## config.mk

```make
export PLATFORM = sky130hd
export DESIGN_NAME = excl_monitor
export DESIGN_NICKNAME = d
export VERILOG_FILES = /design/src/rtl/excl_pkg.sv /design/src/rtl/excl_decode.sv /design/src/rtl/excl_resv.sv /design/src/rtl/excl_monitor.sv
export SDC_FILE = /design/constraint.sdc
export NUM_CORES = 1
export LEC_CHECK = 0
export ABC_AREA = 1
export CORE_ASPECT_RATIO = 1.2
export CORE_MARGIN = 4
export CORE_UTILIZATION = 38
export DETAILED_ROUTE_END_ITERATION = 7
export PLACE_DENSITY = 0.9
export SYNTH_ARGS = -nofsm -noshare
export SYNTH_HDL_FRONTEND = slang
export SYNTH_SLANG_ARGS = --single-unit
export TNS_END_PERCENT = 1
```

## constraint.sdc

```tcl
create_clock -name clk -period 1.3 [get_ports clk]
set_input_delay 0.195 -clock clk [delete_from_list [all_inputs] [get_ports clk]]
set_output_delay 0.195 -clock clk [all_outputs]
set_load 0.05 [all_outputs]
```

## src/rtl/excl_pkg.sv

```systemverilog
package excl_pkg;
  localparam logic [31:0] OPC_MASK   = 32'h0FF0_00F0;
  localparam logic [31:0] LDX_WORD_A = 32'h0190_0090;
  localparam logic [31:0] LDX_PAIR_B = 32'h01D0_0090;
  localparam logic [31:0] STX_WORD_A = 32'h0180_0090;
  localparam logic [31:0] STX_PAIR_B = 32'h01C0_0090;
  localparam int RD_LSB = 12;

  typedef enum logic [1:0] {
    ACC_PLAIN = 2'd0,
    ACC_LDX   = 2'd1,
    ACC_STX   = 2'd2
  } acc_kind_e;
endpackage

```

## src/rtl/excl_decode.sv

```systemverilog
module excl_decode
  import excl_pkg::*;
#(
  parameter int IW = 32,
  parameter int RW = 4
) (
  input  logic          valid,
  input  logic          is_load,
  input  logic [IW-1:0] instr,
  output acc_kind_e     kind,
  output logic [RW-1:0] rd_idx
);
  logic [31:0] masked;
  logic        ldx_pat;
  logic        stx_pat;
  logic        unused_fields;

  assign masked  = instr[31:0] & OPC_MASK;
  assign ldx_pat = (masked == LDX_WORD_A) || (masked == LDX_PAIR_B);
  assign stx_pat = (masked == STX_WORD_A) || (masked == STX_PAIR_B);
  assign rd_idx  = instr[RD_LSB +: RW];
  assign unused_fields = ^{instr[31:28], instr[19:16], instr[11:8], instr[3:0]};

  always_comb begin
    kind = ACC_PLAIN;
    if (valid && is_load && ldx_pat)
      kind = ACC_LDX;
    else if (valid && !is_load && stx_pat)
      kind = ACC_STX;
  end
endmodule

```

## src/rtl/excl_resv.sv

```systemverilog
module excl_resv #(
  parameter int AW = 32
) (
  input  logic          clk,
  input  logic          rst_n,
  input  logic          arm,
  input  logic          release_i,
  input  logic [AW-1:0] key,
  output logic          hit
);
  localparam logic [AW-1:0] IDLE_TAG = '1;

  logic [AW-1:0] tag_q;
  logic          armed_q;

  always_ff @(posedge clk) begin
    if (!rst_n) begin
      tag_q   <= IDLE_TAG;
      armed_q <= 1'b0;
    end else if (arm) begin
      tag_q   <= key;
      armed_q <= 1'b1;
    end else if (release_i) begin
      tag_q   <= IDLE_TAG;
      armed_q <= 1'b0;
    end
  end

  assign hit = armed_q && (tag_q == key);

  a_r5_release_disarms: assert property (@(posedge clk) disable iff (!rst_n)
    release_i && !arm |=> !armed_q && (tag_q == IDLE_TAG));
  a_r10_arm_loads_key: assert property (@(posedge clk) disable iff (!rst_n)
    arm |=> armed_q && (tag_q == $past(key)));
  a_r6_hold_when_idle: assert property (@(posedge clk) disable iff (!rst_n)
    !arm && !release_i |=> $stable(tag_q) && $stable(armed_q));
endmodule

```

## src/rtl/excl_monitor.sv

```systemverilog
module excl_monitor
  import excl_pkg::*;
#(
  parameter int AW = 32,
  parameter int IW = 32,
  parameter int RW = 4
) (
  input  logic          clk,
  input  logic          rst_n,
  input  logic          req_valid,
  output logic          req_ready,
  input  logic          req_is_load,
  input  logic [IW-1:0] req_instr,
  input  logic [AW-1:0] req_vaddr,
  input  logic [AW-1:0] req_paddr,
  input  logic [AW-1:0] req_base,
  output logic          mem_wr_en,
  output logic          sts_valid,
  output logic [RW-1:0] sts_reg,
  output logic          sts_fail
);
  localparam int LOWB = 2;

  acc_kind_e     kind;
  logic [RW-1:0] rd_idx;
  logic [AW-1:0] key;
  logic          hit;
  logic          arm;
  logic          release_w;
  logic          stx;

  assign req_ready = 1'b1;
  assign key = req_paddr | {{(AW-LOWB){1'b0}}, req_vaddr[LOWB-1:0]};

  excl_decode #(.IW(IW), .RW(RW)) u_dec (
    .valid   (req_valid),
    .is_load (req_is_load),
    .instr   (req_instr),
    .kind    (kind),
    .rd_idx  (rd_idx)
  );

  assign stx       = (kind == ACC_STX);
  assign arm       = (kind == ACC_LDX) && (req_base == req_vaddr);
  assign release_w = stx && hit;

  excl_resv #(.AW(AW)) u_resv (
    .clk       (clk),
    .rst_n     (rst_n),
    .arm       (arm),
    .release_i (release_w),
    .key       (key),
    .hit       (hit)
  );

  assign mem_wr_en = req_valid && !req_is_load && (!stx || hit);

  always_ff @(posedge clk) begin
    if (!rst_n) begin
      sts_valid <= 1'b0;
      sts_reg   <= '0;
      sts_fail  <= 1'b0;
    end else begin
      sts_valid <= stx;
      if (stx) begin
        sts_reg  <= rd_idx;
        sts_fail <= !hit;
      end
    end
  end

  a_r4_success_wrote: assert property (@(posedge clk) disable iff (!rst_n)
    sts_valid && !sts_fail |-> $past(mem_wr_en));
  a_r6_fail_blocked: assert property (@(posedge clk) disable iff (!rst_n)
    sts_valid && sts_fail |-> !$past(mem_wr_en));
  a_r7_status_from_store: assert property (@(posedge clk) disable iff (!rst_n)
    sts_valid |-> $past(req_valid && !req_is_load));
  a_r9_no_write_on_load: assert property (@(posedge clk) disable iff (!rst_n)
    req_is_load |-> !mem_wr_en);
endmodule

```

* Word level (Yosys, flattened, before mapping)
Cells that the tools add are included.
** Operators by class
- Equality and inequality tests :: 8
- Muxes and demuxes :: 6
- Bitwise gates (word level) :: 1
- Reductions and logical operators :: 15
** Operator list (count)
- $eq 32x32->1 :: 2
- $mux 32 :: 2
- $eq 12x9->1 const B :: 4
- $or 32x2->32 :: 1
- $logic_and 1x1->1 :: 8
- $mux 2 :: 2
- $logic_not 1->1 :: 3
- $logic_or 1x1->1 :: 3
- $eq 2x1->1 const B :: 1
- $eq 2x2->1 const B :: 1
- $mux 1 :: 2
- $reduce_bool 2->1 :: 1
** Word-level totals
- Register bits after elaboration :: 39
- Output and inout bits :: 8
- Logic and storage cells :: 35

* Longest topological paths before layout
Gate-level depths: netlist of run 1.
- Depth after elaboration :: 9
- Mapped depth :: 13
- Depth with buffers taken out :: 12

* Hierarchy
A second synthesis of run 1 with hierarchy kept.
** Second synthesis, totals
- Cells, all modules :: 451
- Area, all modules :: 2611.3 um^2
** Modules (own cells, without submodules)
- excl_resv :: times used 1, cells an instance 251, area an instance 1646.6 um^2
- excl_monitor :: times used 1, cells an instance 175, area an instance 843.3 um^2
- excl_decode :: times used 1, cells an instance 25, area an instance 121.4 um^2

* Least setup slack after synthesis of run 1
Ideal clock, no wire load.
- Path kind :: register to output
- From :: reg u_resv.tag_q[10]
- To :: out mem_wr_en
- Arrival time :: 1.695 ns
- Required time :: 1.105 ns
- Slack :: -0.590 ns
- Stages on the path, launching flop included :: 11
- Buffers on the path :: 0
- Cell sequence :: dfxtp_1 -> inv_1 -> nand2_1 -> nand2_1 -> nor2_1 -> nand2_1 -> nor2_1 -> nand2_1 -> nor2_2 -> nand2_1 -> a21oi_1
** On the way
- Longest elaborated chain between the ends :: 4
** RTL lines
- start, declared :: line excl_resv.sv:13 : logic [AW-1:0] tag_q;
- start signal, assigned :: line excl_resv.sv:21 : tag_q <= key;
- $eq 32x32->1 :: line excl_resv.sv:29 : assign hit = armed_q && (tag_q == key);
- $logic_and 1x1->1 :: line excl_resv.sv:29
- $logic_or 1x1->1 :: line excl_monitor.sv:56 : assign mem_wr_en = req_valid && !req_is_load && (!stx || hit);
- $logic_and 1x1->1 :: line excl_monitor.sv:56
- end, declared :: line excl_monitor.sv:17 : output logic mem_wr_en,
Every way passes these cells.

* Worst setup path after layout of run 1
- From :: reg u_resv.tag_q[31]
- To :: out mem_wr_en
Same word-level chain as after synthesis.

==> results of run 1 <==
## worst max-delay path by stage
stage / startpoint / endpoint / slack, ns
detailed placement: req_paddr[29] / mem_wr_en / -0.75
CTS: u_resv.tag_q[12] / mem_wr_en / -0.67
global route: req_paddr[22] / mem_wr_en / -0.72
finish: u_resv.tag_q[31] / mem_wr_en / -0.62
floorplan: u_resv.tag_q[10] / mem_wr_en / -0.20
global placement: req_paddr[7] / mem_wr_en / -0.72
## final cells by class
cell class / instances / area share
multi-input combinational: 332 / 0.3846
antenna: 1 / 0.0005105
inverter: 76 / 0.05921
clock buffer: 5 / 0.01404
sequential: 39 / 0.1633
timing repair buffer: 164 / 0.3464
tap: 90 / 0.02297
clock inverter: 3 / 0.008933
## logic make-up after synthesis
kind of cell / after synthesis / share of synthesized area
simple gates: 285 / 0.4726
buf+inv: 96 / 0.1394
flops: 39 / 0.2652
xor+xnor: 33 / 0.09817
compound gates: 13 / 0.02338
other cells: 1 / 0.001274
## worst max-delay path, cell delays in order, from the launching register on
cell and delay [ns]:
dfxtp_2 0.33, buf_4 0.13, nand2_1 0.08, nand3_1 0.11, nor2_2 0.16, nand3_4 0.10
nor2_4 0.14, nand2_2 0.08, a21oi_4 0.14, buf_12 0.15
## power groups by stage
stage          clock network [mW]  logic, mW  registers, mW
6_report                     1.04      0.683           1.19
5_1_grt                      1.11      0.740           1.19
3_3_place_gp                    0      0.660           1.22
3_5_place_dp                    0      0.680           1.22
2_1_floorplan                   0      0.227           1.22
4_1_cts                      1.06      0.668           1.19
## repair_timing
| item | CTS | global route |
|---|---|---|
| gates resized for setup | 42 | 47 |
| buffers inserted | 0 | 4 |
| setup endpoints to repair | 40 | 40 |
| pin swaps | 26 | 23 |
## layer usage
layer / routed length [µm] / GRT usage / vias up
met5: 0 / 0 / -
met4: 204 / 0.07019 / 0
met3: 685 / 0.04358 / 21
met2: 5239 / 0.3578 / 144
met1: 3387 / 0.2141 / 1625
li1: - / - / 1757
## metrics by stage
stage	util	cells	hold slack [ns]	TNS, ns
6_report	0.6623	710	0.2901	-15.65
5_1_grt	0.6619	709	0.3430	-19.58
4_1_cts	0.6440	705	0.3539	-11.65
3_5_place_dp	0.6241	697	0.4697	-26.46
3_3_place_gp	0.6241	697	0.4631	-24.89
2_1_floorplan	-	467	0.3299	-4.061
## cell usage in the layout (no fill, tap or decap), types with 3 or more instances in the layout
cell type | Yosys | final
nor2_4 | 2 | 5
nor2_1 | 39 | 24
buf_4 | 2 | 34
nand3_1 | 27 | 21
dfxtp_1 | 39 | 23
nand3_2 | 20 | 25
nor2_2 | 2 | 14
inv_2 | 1 | 11
dlymetal6s2s_1 | 0 | 5
clkdlybuf4s50_1 | 0 | 91
nand4_1 | 37 | 37
inv_1 | 75 | 64
xnor2_1 | 33 | 33
buf_12 | 0 | 15
o21ai_0 | 8 | 8
clkbuf_8 | 0 | 5
dlygate4sd2_1 | 0 | 18
nand3_4 | 2 | 3
nand2_1 | 153 | 142
nand2_2 | 1 | 12
dfxtp_2 | 0 | 16
==> flow_summary.json, run 1 <==
{
  "netlist_top_cells_count": "153 x nand2_1, 75 x inv_1, 39 x dfxtp_1, 39 x nor2_1, 37 x nand4_1",
  "cts_buffers": 5,
  "post_drt_wl_per_cell_um": 13.40,
  "p_comb_frac": 0.234,
  "vias": 3547,
  "cts_hold_buf": 0,
  "ys_seq_area_frac": 0.2652,
  "routed_wl_um": 9517,
  "area_growth_pct": 66.51,
  "r2r-start": "u_resv.tag_q[31]",
  "finalSetupViolCount": 39,
  "dpl_cell_area_um2": 4619,
  "die_w_um": 88.35,
  "ys_seq_elements": 39,
  "pwr_density_cell_nw_per_um2": 593.9,
  "worst_setup_path_start_kind": "register",
  "num-fill-cells": 619,
  "syn_inst": 467,
  "r2r_setup_slack_ns": -0.47,
  "final_area_um2": 4902,
  "place_ws_ns": -0.7507,
  "drc_errors": 0,
  "start_util": 0.3977,
  "clockBufferDepth": 2,
  "antenna_found_initial": 0,
  "port-buffer-count": 121,
  "globalRouteOverflowTotal": 0,
  "ioPinCount": 140,
  "ant_nets": 0,
  "nets": 750,
  "reg2regPathDepth": 11,
  "finalPower_mw": 2.912,
  "synth_ff_type": "dfxtp_1",
  "fp.dieH_um": 104.4,
  "drive_gt1_frac": 0.2407,
  "fmax_ghz": 0.5196,
  "cts.htree.levels": 2,
  "clock_latency_ns": 0.30,
  "drt_pass1_iterations": 4,
  "hold_path.class": "in2reg",
  "clock_sinks": 39,
  "cts_root_buf": "clkbuf_8",
  "hpwl_um": 7138,
  "worst_r2r_endpoint": "u_resv.tag_q[22]",
  "maxCapViolCount": 0,
  "status": "complete, but fails checks",
  "dieArea_um2": 9226,
  "min_period_ns": 1.925,
  "yosysWarnings": 0,
  "synth_edf_count": 0,
  "finalWorstSetupSlack_ns": -0.6247,
  "synth_top_cell_by_area": "dfxtp_1",
  "postSynthNetCount": 599,
  "synthMostInstantiatedCell": "nand2_1",
  "num_rows": 34,
  "grtUsageTotal": 0.1958,
  "critPathKind": "reg2out",
  "p_leak_nw": 2.443,
  "violations": "negative setup slack",
  "worstSetupEndpointType": "output pin",
  "multi_input_area_um2": 1886,
  "clkPwrFrac": 0.356,
  "core_region_area_um2": 7402,
  "hold_path.startpoint": "req_paddr[30]",
  "synth_async_sr_flop_share": 0,
  "whs_path_depth": 5,
  "largest_register_ffs": 32,
  "synth_cell_type_count": 24,
  "cts_tree": "done",
  "switching_power_mw": 0.7228,
  "p_sw_frac": 0.2482,
  "grt_start_max_net_pins": 34,
  "seqCellArea_um2": 800.8,
  "critPathArrivalTime_ns": 1.73,
  "fin_skew_ns": 0.01130,
  "syn_avg_cell_area_um2": 6.304,
  "yosys-top-cells-area": "dfxtp_1 27%, nand2_1 20%, xnor2_1 9.8%",
  "synthDominantCellAreaShare": 0.2652,
  "peakVddDrop_uv": 443.9,
  "synth_area_um2": 2944,
  "gp_congestion": 0.8098,
  "seqPwrFrac": 0.410,
  "first_iter_violations": 174,
  "finalHoldViolations": 0,
  "drv_slew": 0,
  "via_per_inst": 4.996,
  "grt_pass1_wl_um": 14860,
  "p_int_mw": 2.189,
  "path_max_fanout": 2,
  "period_share": 1.481,
  "clk_pin_slew_ns": 0.09,
  "rsz0062_at_grt": "true",
  "hold_end": "u_resv.tag_q[30]",
  "required_ns": 1.11,
  "grt_pass1_vias": 3451
}
(Power assumes the default switching activity.)
==> run 2, diff against run 1 <==
--- a/config.mk
+++ b/config.mk
@@ -14,4 +14,3 @@
 export SYNTH_ARGS = -nofsm -noshare
 export SYNTH_HDL_FRONTEND = slang
 export SYNTH_SLANG_ARGS = --single-unit
-export TNS_END_PERCENT = 1
==> flow_summary.json, run 2 (synthesized netlist as in run 1, its figures left out) <==
{
  "n_antenna_cell": 0,
  "final_area_um2": 5233,
  "cts.htree.levels": 2,
  "p_leak_nw": 2.608,
  "switching_power_mw": 0.7435,
  "die_w_um": 88.35,
  "period_share": 1.524,
  "path_max_fanout": 2,
  "place_ws_ns": -0.7759,
  "gp_congestion": 0.8362,
  "ioPinCount": 140,
  "worst_setup_path_start_kind": "input port",
  "pwr_density_cell_nw_per_um2": 570.9,
  "required_ns": 1.11,
  "peakVddDrop_uv": 372.1,
  "worstSetupEndpointType": "output pin",
  "status": "complete, but fails checks",
  "fin_skew_ns": 0.01641,
  "num_rows": 34,
  "critPathKind": "in2out",
  "globalRouteOverflowTotal": 0,
  "cpMostUsedCell": "nand2_1",
  "final_cell_mix": "133 x nand2_1, 89 x clkdlybuf4s50_1, 68 x inv_1",
  "finalHoldViolations": 0,
  "finalSetupViolCount": 35,
  "p_sw_frac": 0.2489,
  "seqPwrFrac": 0.399,
  "port-buffer-count": 121,
  "first_iter_violations": 204,
  "fp.dieH_um": 104.4,
  "dpl_cell_area_um2": 4679,
  "drv_slew": 0,
  "nets": 762,
  "routed_wl_um": 10370,
  "crit_path_cell_trace": "clkdlybuf4s50_1, inv_2, nand2_1, nand2_1, nor2_2, nand2_2, nor2_1, nand2_1, nor2_4, nand2_4, a21oi_4, buf_12",
  "cts_root_buf": "clkbuf_8",
  "slowest_delay_ns": 0.49,
  "largest_register_ffs": 32,
  "dieArea_um2": 9226,
  "cts_hold_buf": 0,
  "maxCapViolCount": 0,
  "violations": "negative setup slack",
  "grt_pass1_wl_um": 15990,
  "via_per_inst": 5.097,
  "finalWorstSetupSlack_ns": -0.6812,
  "reg2regPathDepth": 14,
  "cts_tree": "done",
  "final_common_cell": "nand2_1",
  "start_util": 0.3977,
  "whs_path_depth": 5,
  "num-fill-cells": 574,
  "clockBufferDepth": 2,
  "clk_pin_slew_ns": 0.09,
  "ant_nets": 0,
  "clkPwrFrac": 0.368,
  "drt_pass1_iterations": 5,
  "hpwl_um": 7101,
  "post_drt_wl_per_cell_um": 14.38,
  "min_period_ns": 1.981,
  "drive_gt1_frac": 0.2805,
  "p_int_mw": 2.244,
  "critPathArrivalTime_ns": 1.79,
  "area_growth_pct": 77.73,
  "clock_latency_ns": 0.31,
  "hold_path.class": "in2reg",
  "clock_sinks": 39,
  "grt_start_max_net_pins": 37,
  "grtUsageTotal": 0.2118,
  "core_region_area_um2": 7402,
  "vias": 3675,
  "fmax_ghz": 0.5047,
  "p_comb_frac": 0.232,
  "rsz0062_at_grt": "true",
  "cts_buffers": 5,
  "antenna_found_initial": 0,
  "cpMaxStageDelayCell": "clkdlybuf4s50_1",
  "drc_errors": 0,
  "grt_pass1_vias": 3799
}
-- run 2: cell count changes in the layout (fill, tap and decap cells not counted), moves of 7 or more --
cell | previous run | this run
nand2_1 | 142 | 133
nand3_2 | 25 | 37
buf_6 | 1 | 8
nand3_1 | 21 | 6
dfxtp_1 | 23 | 33
dlygate4sd2_1 | 18 | 11
dfxtp_2 | 16 | 6
-- run 2: layout make-up --
cell class,instances,area [µm²],area share
inverters,76,300.3,0.05739
clock inverters,2,35.03,0.006695
well taps,90,112.6,0.02152
clock buffers,6,82.58,0.01578
repair buffers,175,1833,0.3503
multi-input cells,333,2081,0.3977
flip-flops and latches,39,788.3,0.1506
-- run 2: what timing repair did --
item | 4_1_cts | 5_1_grt
cloned | 2 | 0
resized for setup | 79 | 63
pin swaps | 29 | 32
buffers inserted | 11 | 2
setup endpoints to repair | 40 | 40
-- run 2: power groups by stage --
stage | sequential [mW] | clock, mW | combinational [mW]
final | 1.19 | 1.10 | 0.694
after detailed placement | 1.22 | 0 | 0.686
after global routing | 1.19 | 1.14 | 0.754
after floorplan | 1.22 | 0 | 0.230
after CTS | 1.19 | 1.07 | 0.683
after global placement | 1.22 | 0 | 0.671
-- run 2: final timing paths --
kind / start / end / slack [ns]
max: req_paddr[21] / mem_wr_en / -0.68
min: req_paddr[25] / u_resv.tag_q[25] / 0.28
max reg2reg: u_resv.tag_q[8] / u_resv.tag_q[26] / -0.58
min reg2reg: u_resv.tag_q[22] / u_resv.tag_q[22] / 0.50
-- run 2: critical path: cells and delay by family --
kind	cells	cell delay, ns
buffers and inverters	3	0.69
AOI/OAI and AO/OA	1	0.14
and+or+nand+nor	8	0.76
-- run 2: routing by layer --
layer / global-route usage / part of all wire / up-vias
li1: - / - / 1785
met1: 0.2138 / 0.34 / 1681
met2: 0.4005 / 0.54 / 176
met3: 0.05864 / 0.092 / 33
met4: 0.07235 / 0.032 / 0
met5: 0 / 0 / -
-- run 2: per-stage QoR --
step                std cells  setup TNS (ns)  power, mW  hold slack (ns)  utilization
floorplan                 467          -3.464      1.452           0.3299            -
finish                    721          -19.04      2.987           0.2850       0.7069
CTS                       722          -19.12      2.950           0.3788       0.6763
detailed placement        701          -28.65      1.907           0.4868       0.6322
global route              721          -23.85      3.087           0.3303       0.7069
global placement          701          -26.62      1.892           0.4600       0.6322
